===== src/rtl/alu_pkg.sv =====
package alu_pkg;

  typedef enum logic [3:0] {
    OP_MOD = 4'h0, OP_DIV = 4'h1, OP_MUL = 4'h2, OP_SUB = 4'h3,
    OP_ADD = 4'h4, OP_NONE = 4'h5, OP_GT = 4'h6, OP_LT = 4'h7,
    OP_ROR = 4'h8, OP_ROL = 4'h9, OP_SHR = 4'hA, OP_SHL = 4'hB,
    OP_NOT = 4'hC, OP_XOR = 4'hD, OP_OR = 4'hE, OP_AND = 4'hF
  } aluOp_e;

  // One strobe per functional unit; at most one is high.
  typedef struct packed {
    logic doAdd;
    logic doSub;
    logic doMul;
    logic doDiv;
    logic doMod;
    logic doGt;
    logic doLt;
    logic doRor;
    logic doRol;
    logic doShr;
    logic doShl;
    logic doNot;
    logic doXor;
    logic doOr;
    logic doAnd;
  } aluStrobe_t;

endpackage


===== src/rtl/alu_ctrl.sv =====
module alu_ctrl
  import alu_pkg::*;
(
  input  logic [3:0]  opSel,
  output aluStrobe_t  strobes
);

  aluOp_e opCode;
  assign opCode = aluOp_e'(opSel);

  always_comb begin
    strobes = '0;
    case (opCode)
      OP_MOD:  strobes.doMod = 1'b1;
      OP_DIV:  strobes.doDiv = 1'b1;
      OP_MUL:  strobes.doMul = 1'b1;
      OP_SUB:  strobes.doSub = 1'b1;
      OP_ADD:  strobes.doAdd = 1'b1;
      OP_GT:   strobes.doGt  = 1'b1;
      OP_LT:   strobes.doLt  = 1'b1;
      OP_ROR:  strobes.doRor = 1'b1;
      OP_ROL:  strobes.doRol = 1'b1;
      OP_SHR:  strobes.doShr = 1'b1;
      OP_SHL:  strobes.doShl = 1'b1;
      OP_NOT:  strobes.doNot = 1'b1;
      OP_XOR:  strobes.doXor = 1'b1;
      OP_OR:   strobes.doOr  = 1'b1;
      OP_AND:  strobes.doAnd = 1'b1;
      default: strobes = '0;
    endcase
  end

  always_comb begin
    AST_ONE_UNIT: assert ($onehot0(strobes));
    if (opSel == 4'h5) begin
      AST_IDLE_CODE: assert (strobes == '0);
    end
  end

endmodule


===== src/rtl/alu_datapath.sv =====
module alu_datapath
  import alu_pkg::*;
#(
  parameter int WIDTH = 16
) (
  input  logic [WIDTH-1:0] opA,
  input  logic [WIDTH-1:0] opB,
  input  aluStrobe_t       strobes,
  output logic [WIDTH-1:0] result,
  output logic             carry
);

  localparam int SHW = $clog2(WIDTH);
  localparam int DW  = 2 * WIDTH;

  logic [WIDTH:0]   sumExt;
  logic [WIDTH:0]   diffExt;
  logic [DW-1:0]    prod;
  logic             divZero;
  logic [WIDTH-1:0] quot;
  logic [WIDTH-1:0] rem;
  logic [SHW-1:0]   shAmt;
  logic [DW-1:0]    dblRight;
  logic [DW-1:0]    dblLeft;
  logic [WIDTH-1:0] rorVal;
  logic [WIDTH-1:0] rolVal;
  logic [WIDTH-1:0] cmpVal;

  assign sumExt  = {1'b0, opA} + {1'b0, opB};
  assign diffExt = {1'b0, opA} - {1'b0, opB};
  assign prod    = {{WIDTH{1'b0}}, opA} * {{WIDTH{1'b0}}, opB};

  assign divZero = (opB == '0);
  assign quot    = divZero ? '1 : opA / opB;
  assign rem     = divZero ? '1 : opA % opB;

  assign shAmt    = opB[SHW-1:0];
  assign dblRight = {opA, opA} >> shAmt;
  assign dblLeft  = {opA, opA} << shAmt;
  assign rorVal   = dblRight[WIDTH-1:0];
  assign rolVal   = dblLeft[DW-1:WIDTH];

  assign cmpVal = {{(WIDTH-1){1'b0}},
                   (strobes.doGt & (opA > opB)) | (strobes.doLt & (opA < opB))};

  // AND-OR select across units driven by one-hot strobes.
  always_comb begin
    result = '0;
    result = result | ({WIDTH{strobes.doAdd}} & sumExt[WIDTH-1:0]);
    result = result | ({WIDTH{strobes.doSub}} & diffExt[WIDTH-1:0]);
    result = result | ({WIDTH{strobes.doMul}} & prod[WIDTH-1:0]);
    result = result | ({WIDTH{strobes.doDiv}} & quot);
    result = result | ({WIDTH{strobes.doMod}} & rem);
    result = result | cmpVal;
    result = result | ({WIDTH{strobes.doRor}} & rorVal);
    result = result | ({WIDTH{strobes.doRol}} & rolVal);
    result = result | ({WIDTH{strobes.doShr}} & (opA >> shAmt));
    result = result | ({WIDTH{strobes.doShl}} & (opA << shAmt));
    result = result | ({WIDTH{strobes.doNot}} & ~opA);
    result = result | ({WIDTH{strobes.doXor}} & (opA ^ opB));
    result = result | ({WIDTH{strobes.doOr}}  & (opA | opB));
    result = result | ({WIDTH{strobes.doAnd}} & (opA & opB));
  end

  always_comb begin
    carry = (strobes.doAdd & sumExt[WIDTH])
          | (strobes.doSub & diffExt[WIDTH])
          | (strobes.doMul & (|prod[DW-1:WIDTH]))
          | ((strobes.doDiv | strobes.doMod) & divZero);
  end

  always_comb begin
    if ((strobes.doDiv || strobes.doMod) && opB == '0) begin
      AST_DIV_BY_ZERO: assert (result == '1 && carry);
    end
    if (strobes.doGt || strobes.doLt) begin
      AST_CMP_ONE_BIT: assert (result[WIDTH-1:1] == '0);
    end
    if (carry) begin
      AST_CARRY_SOURCE: assert (strobes.doAdd || strobes.doSub || strobes.doMul
                                || strobes.doDiv || strobes.doMod);
    end
  end

endmodule


===== src/rtl/alu_core.sv =====
module alu_core
  import alu_pkg::*;
#(
  parameter int WIDTH = 16
) (
  input  logic [WIDTH-1:0] opA,
  input  logic [WIDTH-1:0] opB,
  input  logic [3:0]       opSel,
  output logic [WIDTH-1:0] aluOut,
  output logic             carryFlag,
  output logic             zeroFlag,
  output logic             notZeroFlag
);

  aluStrobe_t strobes;

  alu_ctrl ctrl_i (
    .opSel   (opSel),
    .strobes (strobes)
  );

  alu_datapath #(.WIDTH(WIDTH)) dp_i (
    .opA     (opA),
    .opB     (opB),
    .strobes (strobes),
    .result  (aluOut),
    .carry   (carryFlag)
  );

  assign zeroFlag    = (aluOut == '0);
  assign notZeroFlag = ~zeroFlag;

  always_comb begin
    if (opSel == 4'h5) begin
      AST_IDLE_FLAGS: assert (zeroFlag && !carryFlag);
    end
  end

endmodule


===== config.mk =====
export PLATFORM = sky130hd
export DESIGN_NAME = alu_core
export DESIGN_NICKNAME = d
export VERILOG_FILES = /design/src/rtl/alu_pkg.sv /design/src/rtl/alu_ctrl.sv /design/src/rtl/alu_datapath.sv /design/src/rtl/alu_core.sv
export SDC_FILE = /design/constraint.sdc
export NUM_CORES = 1
export LEC_CHECK = 0
export BUFFER_PORTS_ARGS = -buffer_cell sky130_fd_sc_hd__buf_2
export CORE_UTILIZATION = 45
export DETAILED_ROUTE_END_ITERATION = 12
export GPL_TIMING_DRIVEN = 0
export PLACE_DENSITY_LB_ADDON = 0.1
export SLEW_MARGIN = 20
export SYNTH_ARGS = -nofsm -noshare
export SYNTH_HDL_FRONTEND = slang
export SYNTH_SLANG_ARGS = --single-unit
export TNS_END_PERCENT = 20

===== constraint.sdc =====
create_clock -name vclk -period 39.5
set_input_delay 3.95 -clock vclk [all_inputs]
set_output_delay 3.95 -clock vclk [all_outputs]
set_load 0.05 [all_outputs]

After elaboration in Yosys (flattened, before gate mapping)

Index checks and enable logic that the tools add are counted.

Memory bits (read-only): 0
Word-level logic and storage cells: 88
Bits in latches: 0
Flip-flop bits (word level): 0
Memories kept: 0
Bits in writable memories: 0
Output and inout port bits: 19

Muxes and demuxes: 17
$lt $le $gt $ge: 2
Div/mod/pow operators: 2
Reduce and logical (&&, ||, !) cells: 4
Add/subtract/negate cells: 2
Eq/ne operators: 14
Shifts and indexed selects: 4
Multipliers: 1
Bitwise operators: 42

Operators by type and width:

| kind               | count |
|---|---|
| $and 16x16->16     | 14 |
| $or 16x16->16      | 13 |
| $eq 4x4->1 const B | 8 |
| $logic_not 16->1   | 2 |
| $mul 16x16->32     | 1 |
| $mux 16            | 2 |
| $shl 32x4->32      | 1 |
| $shr 32x4->16      | 1 |
| $add 16x16->17     | 1 |
| $sub 16x16->17     | 1 |
| $div 16x16->16     | 1 |
| $gt 16x16->1       | 1 |
| $lt 16x16->1       | 1 |
| $mod 16x16->16     | 1 |
| $not 16->16        | 1 |
| $or 16x1->16       | 1 |
| $reduce_or 16->1   | 1 |
| $shl 16x4->16      | 1 |
| $shr 16x4->16      | 1 |
| $xor 16x16->16     | 1 |
| $mux 1             | 15 |
| $eq 4x3->1 const B | 3 |
| $eq 4x2->1 const B | 2 |
| $and 1x1->1        | 6 |
| 4 further kinds    | 8 |

Logic depth before layout (Yosys ltp)

Gate-level depths: netlist of run 1.

Word-level depth: 18
Gate-level depth with buffers: 137

By module

From an unflattened synthesis of run 1, not the netlist that was laid out.

Cells, all modules: 2,797
Area, all modules: 20,166.8 um^2

Modules (own cells, without submodules):

| module       | area each (um^2) | cells each | times used |
|---|---|---|---|
| alu_datapath | 19,860.3         | 2,772      | 1 |
| alu_ctrl     | 260.2            | 19         | 1 |
| alu_core     | 46.3             | 6          | 1 |

Least setup slack after synthesis of run 1

No wires, ideal clock.

Path kind: input -> output
From: in opB[0]
To: out notZeroFlag
Data arrival time: 32.223 ns
Stages on the path: 122
Setup slack: 3.327 ns
Required time: 35.550 ns
Cells stage by stage: buf_2 buf_2 clkinv_1 ha_1 a21oi_1 a21oi_1 ha_1 o21a_1 nor2_1 or3_1 o21ai_0 ha_1 o21ai_0 a21oi_1 nand3_1 o211a_1 a31oi_1 ha_1 (+86 left out) o21a_1 o311a_1 o31ai_1 clkbuf_1 clkbuf_1 o21ai_0 ha_1 nor2b_1 o31ai_1 a31o_2 o2bb2ai_1 o22ai_2 and3_1 clkbuf_1 nand2_1 o31ai_1 nor4_2 nand4_1

Cells in the longest elaborated chain, start to end: 17

RTL lines:

| element                                                 | line               | source |
|---|---|---|
| start, declared                                         | alu_core.sv:7      | `input logic [WIDTH-1:0] opB,` |
| branches (longest 10 deep; another with $div 16x16->16) | --                 |  |
| $or 16x16->16 *                                         | alu_datapath.sv:58 | `result = result \| ({WIDTH{strobes.doShl}} & (opA << shAmt));` |
| $or 16x16->16 *                                         | alu_datapath.sv:59 | `result = result \| ({WIDTH{strobes.doNot}} & ~opA);` |
| $or 16x16->16 *                                         | alu_datapath.sv:60 | `result = result \| ({WIDTH{strobes.doXor}} & (opA ^ opB));` |
| $or 16x16->16 *                                         | alu_datapath.sv:61 | `result = result \| ({WIDTH{strobes.doOr}} & (opA \| opB));` |
| $or 16x16->16 *                                         | alu_datapath.sv:62 | `result = result \| ({WIDTH{strobes.doAnd}} & (opA & opB));` |
| named net aluOut[9]                                     | alu_core.sv:9      | `output logic [WIDTH-1:0] aluOut,` |
| $logic_not 16->1 *                                      | alu_core.sv:30     | `assign zeroFlag = (aluOut == '0);` |
| $not 1->1 *                                             | alu_core.sv:31     | `assign notZeroFlag = ~zeroFlag;` |
| end, declared                                           | alu_core.sv:12     | `output logic notZeroFlag` |

Mark *: on every way through the listed nets, which the timed path passes.

Worst setup path after layout of run 1

From: in opB[0]
To: out zeroFlag

Cells in the longest elaborated chain, start to end: 16

RTL lines:

| element                                                 | line               | source |
|---|---|---|
| branches (longest 14 deep; another with $div 16x16->16) | --                 |  |
| $or 16x16->16 *                                         | alu_datapath.sv:62 |  |
| $logic_not 16->1 *                                      | alu_core.sv:30     |  |
| end, declared                                           | alu_core.sv:11     | `output logic zeroFlag,` |

Mark *: on every way between the ends.

==> results of run 1 <==
## placed cells by master, fill, tap and decap left out, types with 18 or more instances in the layout
master and count:
a21o_1 45, o211ai_1 37, a211oi_1 47, nor4_1 21, buf_1 19, nor2_1 394
ha_1 292, o21a_1 39, a31oi_1 27, xor2_1 39, or2_2 18, clkbuf_1 74
mux2_2 25, fa_1 197, mux2i_1 60, buf_2 65, nor3_1 69, and2_1 18
nand4_1 23, inv_1 333, a21oi_1 159, or3_1 28, xnor2_1 63, nand3_1 46
o21ai_0 122, and3_1 26, nand2b_1 23, nand2_1 242, mux4_2 19
## how the worst max path moves through the flow
stage | start | end | slack [ns]
after detailed placement | opB[0] | zeroFlag | -5.11
after global routing | opB[0] | zeroFlag | -0.06
final | opB[0] | zeroFlag | 1.02
after floorplan | opB[0] | notZeroFlag | 3.33
after CTS | opB[6] | zeroFlag | 0.04
after global placement | opB[0] | zeroFlag | -5.84
## through the flow
step                      setup WS [ns]  utilization (%)  std cells
after floorplan                   3.327                -       2900
after global routing           -0.06021            49.30       3569
after detailed placement         -5.105            48.29       3568
after global placement           -5.837            47.84       3561
final                             1.016            49.30       3569
after CTS                       0.04428            48.75       3566
## worst max-delay path: cells and delay by family
| kind | cells | cell delay [ns] |
|---|---|---|
| AOI/OAI and AO/OA | 63 | 15.06 |
| and+or+nand+nor | 29 | 6.58 |
| adders and majority gates | 16 | 5.23 |
| buffers and inverters | 17 | 3.60 |
## power by group through the flow
stage / Combinational (mW) / Sequential (mW) / Clock [mW]
after global routing: 1.50 / 0 / 0
final: 1.36 / 0 / 0
after global placement: 1.28 / 0 / 0
after CTS: 1.33 / 0 / 0
after detailed placement: 1.31 / 0 / 0
after floorplan: 0.951 / 0 / 0
## layer usage
| layer | wire length (um) | global-route usage [%] | part of all wire [%] | up-vias |
|---|---|---|---|---|
| met5 | 27 | 0 | 0.027 | - |
| met2 | 41790 | 61.29 | 42 | 1396 |
| met3 | 10890 | 7.942 | 11 | 267 |
| met4 | 5350 | 18.22 | 5.4 | 4 |
| li1 | - | - | - | 10390 |
| met1 | 41510 | 57.17 | 42 | 11580 |
## logic make-up (layout without fill, tap and decap cells)
kind of cell    count (synthesis)  after routing  synth area share, %
compound gates                749            749                24.26
xor+xnor                      102            102                4.215
fa+ha+maj                     489            489                35.85
buf+inv                       482            544                8.584
mux                           106            106                6.299
simple gates                  972            972                20.79
## area by class of cell
cell class,count,area (sq um),share of cell area (%)
Buffer,131,569.3,2.486
Inverter,344,1304,5.693
Multi-Input combinational cell,2418,19760,86.30
Tap cell,607,759.5,3.316
Timing Repair Buffer,69,505.5,2.207
## timing repair
item                                    CTS  global route
buffers inserted                          1             7
resized for setup                        55            62
pin swaps                                 1             5
endpoints found under the setup margin   18            18
==> impl_metrics.json, run 1 <==
{
  "outcome": "finished, final reports clean",
  "yosysWarnings": 0,
  "coreArea_sq_um": 46460,
  "area.sequential_sq_um": 0,
  "drc_errors": 0,
  "yosys-top-cells-count": "nor2_1 (396), inv_1 (333), ha_1 (292)",
  "nFlopsAndLatches": 0,
  "die_h_um": 219.0,
  "die_w_um": 219.0,
  "ant_nets": 0,
  "synth_cells": 2900,
  "cp_max_fo": 24,
  "peakVddDrop_uv": 135.5,
  "timing.fmax_ghz": 0.02598,
  "dp_hpwl_um": 80690,
  "clkbuf_count": 0,
  "viasPerCell": 6.622,
  "start_util_pct": 45.62,
  "min_from": "opSel[3]",
  "layout.nets": 3489,
  "overflow": 0,
  "drt_iter0_drc": 2706,
  "cts_hold_buf": 0,
  "areaGrowthSynthToFinish_pct": 8.058,
  "hold_depth": 5,
  "slew_headroom_pct": 17.87,
  "antenna_found_initial": 2,
  "post-route-period-util_pct": 97.43,
  "power_frac_seq_pct": 0,
  "finalHoldViolations": 0,
  "tns_ns": 0,
  "pwr-share-clk_pct": 0,
  "path_class": "in -> out",
  "slew_violations": 0,
  "drive_gt1_share_pct": 8.542,
  "arrival_ns": 34.53,
  "synth.area.top_cells": "fa_1 (19%), ha_1 (17%), nor2_1 (7.0%)",
  "hold_class": "in -> out",
  "yosys.area.top_type": "fa_1",
  "maxCapViolCount": 0,
  "synth_sequential_area_ratio_pct": 0,
  "switching_share_pct": 62.65,
  "power_frac_comb_pct": 100.0,
  "tightest_slew_ns": 1.232,
  "p_sw_mw": 0.8518,
  "totalPowerFinal_mw": 1.360,
  "gp_congestion": 1.050,
  "place_area_sq_um": 22430,
  "grt_pass1_vias": 22560,
  "crit_path_frequent_cell": "ha_1",
  "gr-usage-all-layers_pct": 41.11,
  "syn-cell-area_sq_um": 21190,
  "crit_required_ns": 35.55,
  "cp_slowest_stage_delay_ns": 0.49,
  "final_area_sq_um": 22900,
  "ios": 55,
  "synth_cell_type_count": 85,
  "grt_pass1_wl_um": 146100,
  "crit_slowest_cell": "or3_1",
  "end_kind": "output pin",
  "start_kind": "primary input",
  "yosysMostFrequentCell": "nor2_1",
  "fillers": 4820,
  "syn_area_per_cell_sq_um": 7.308,
  "cellLeakagePower_nw": 10.61,
  "grt_max_degree": 25,
  "first_pass_iters": 6,
  "routed_wl_um": 99560,
  "diodes": 0,
  "vias": 23630,
  "power.density_nw_per_um2": 59.37,
  "layout_min_cycle_time_ns": 38.48,
  "wl_per_cell_um": 27.90,
  "port_buffers": 54,
  "fp-row-count": 79,
  "hold_end": "aluOut[0]",
  "synth_nets": 3425,
  "synth_top_cell_area_share_pct": 18.61,
  "hold_slack_ns": 8.812,
  "die-area_sq_um": 47970,
  "intPower_mw": 0.5078,
  "setup-violations-final": 0
}
Power figures use the tool's default switching activity.
==> run 2: changes to the inputs <==
Settings changed: CELL_PAD_IN_SITES_DETAIL_PLACEMENT set to 1, CELL_PAD_IN_SITES_GLOBAL_PLACEMENT set to 1.
==> impl_metrics.json, run 2 (same netlist as run 1, synthesis figures left out) <==
{
  "outcome": "finished, final reports clean",
  "overflow": 0,
  "fin_ws_ns": 0.8521,
  "cp_slowest_stage_delay_ns": 0.49,
  "grtUsageMet2_pct": 70.97,
  "die_w_um": 219.0,
  "die_h_um": 219.0,
  "start_kind": "primary input",
  "tightest_slew_ns": 1.214,
  "post-route-period-util_pct": 97.84,
  "setup-violations-final": 0,
  "grt_pass1_wl_um": 161000,
  "first_pass_iters": 6,
  "drive_gt1_share_pct": 8.848,
  "crit_required_ns": 35.55,
  "crit_slowest_cell": "a2111o_1",
  "layout_min_cycle_time_ns": 38.65,
  "dp_slack_ns": -4.917,
  "drc_errors": 0,
  "layout.nets": 3488,
  "hold_slack_ns": 8.719,
  "slew_violations": 0,
  "gr-usage-all-layers_pct": 45.13,
  "crit_path_frequent_cell": "ha_1",
  "viasPerCell": 6.870,
  "timing.fmax_ghz": 0.02587,
  "nFlopsAndLatches": 0,
  "gp_congestion": 1.062,
  "grt_pass1_vias": 25400,
  "clkbuf_count": 0,
  "start_util_pct": 45.62,
  "slew_headroom_pct": 18.46,
  "grt_max_degree": 25,
  "grt.met1_usage_pct": 57.97,
  "routed_wl_um": 109900,
  "wl_per_cell_um": 30.77,
  "mostFrequentLayoutCell": "nor2_1",
  "maxCapViolCount": 0,
  "drt_iter0_drc": 2179,
  "worst-path-buf-inv": 17,
  "die-area_sq_um": 47970,
  "port_buffers": 54,
  "arrival_ns": 34.70,
  "path_class": "in -> out",
  "coreArea_sq_um": 46460,
  "dp_hpwl_um": 89610,
  "ant_nets": 0,
  "grt_use_met3_pct": 8.094,
  "top_usage_layer": "met2",
  "crit_family": "compound AO/OA/AOI/OAI gates",
  "area.sequential_sq_um": 0,
  "layout_common_cells": "nor2_1 (393), inv_1 (333), ha_1 (292), nand2_1 (242), fa_1 (197)",
  "fp-row-count": 79,
  "hold_class": "in -> out",
  "areaGrowthSynthToFinish_pct": 8.153,
  "antenna_found_initial": 9,
  "ios": 55,
  "vias": 24550,
  "cp_max_fo": 24,
  "end_kind": "output pin",
  "finalHoldViolations": 0
}
[run 2: changes by cell type in the layout (fill, tap and decap cells not counted), sizes merged]
cell,delta
clkbuf,-1
diode,+5
[run 2: final timing paths]
kind                        end  depth (start not counted)      from
worst max-delay path   zeroFlag                        126    opB[0]
worst min-delay path  aluOut[0]                          5  opSel[3]
[run 2: tightest hold or removal path, cell delays in order]
cell and delay [ns]:
buf_2 0.11, nor2b_1 0.09, nand2_1 0.11, o21ai_0 0.22
buf_2 0.28
[run 2: per-layer routing]
metal | part of all wire (%) | vias up | routed length [um]
met5 | 0.012 | - | 13
met4 | 6.9 | 2 | 7598
met3 | 9.8 | 412 | 10730
met2 | 44 | 1427 | 48170
met1 | 39 | 12310 | 43430
li1 | - | 10390 | -
[run 2: repair_timing]
action,CTS,global route
endpoints found under the hold margin,0,0
hold buffers,0,0
endpoints found under the setup margin,18,18
resized for setup,58,64
buffers inserted,1,4
pin swaps,1,6
[run 2: stage by stage]
| step | area (sq um) | setup TNS, ns | std cells | utilization [%] |
|---|---|---|---|---|
| floorplan | 21190 | 0 | 2900 | - |
| global placement | 22220 | -81.20 | 3561 | 47.84 |
| detailed placement | 22430 | -75.92 | 3569 | 48.29 |
| CTS | 22630 | 0 | 3566 | 48.71 |
| global route | 22910 | -0.2640 | 3570 | 49.32 |
| finish | 22920 | 0 | 3573 | 49.34 |
[run 2: final cells by class]
type,count,area (sq um)
antenna,5,12.51
buffer,131,560.5
fill,5989,23540
inverter,344,1304
multi-input combinational,2418,19790
tap,607,759.5
timing repair buffer,68,498.0
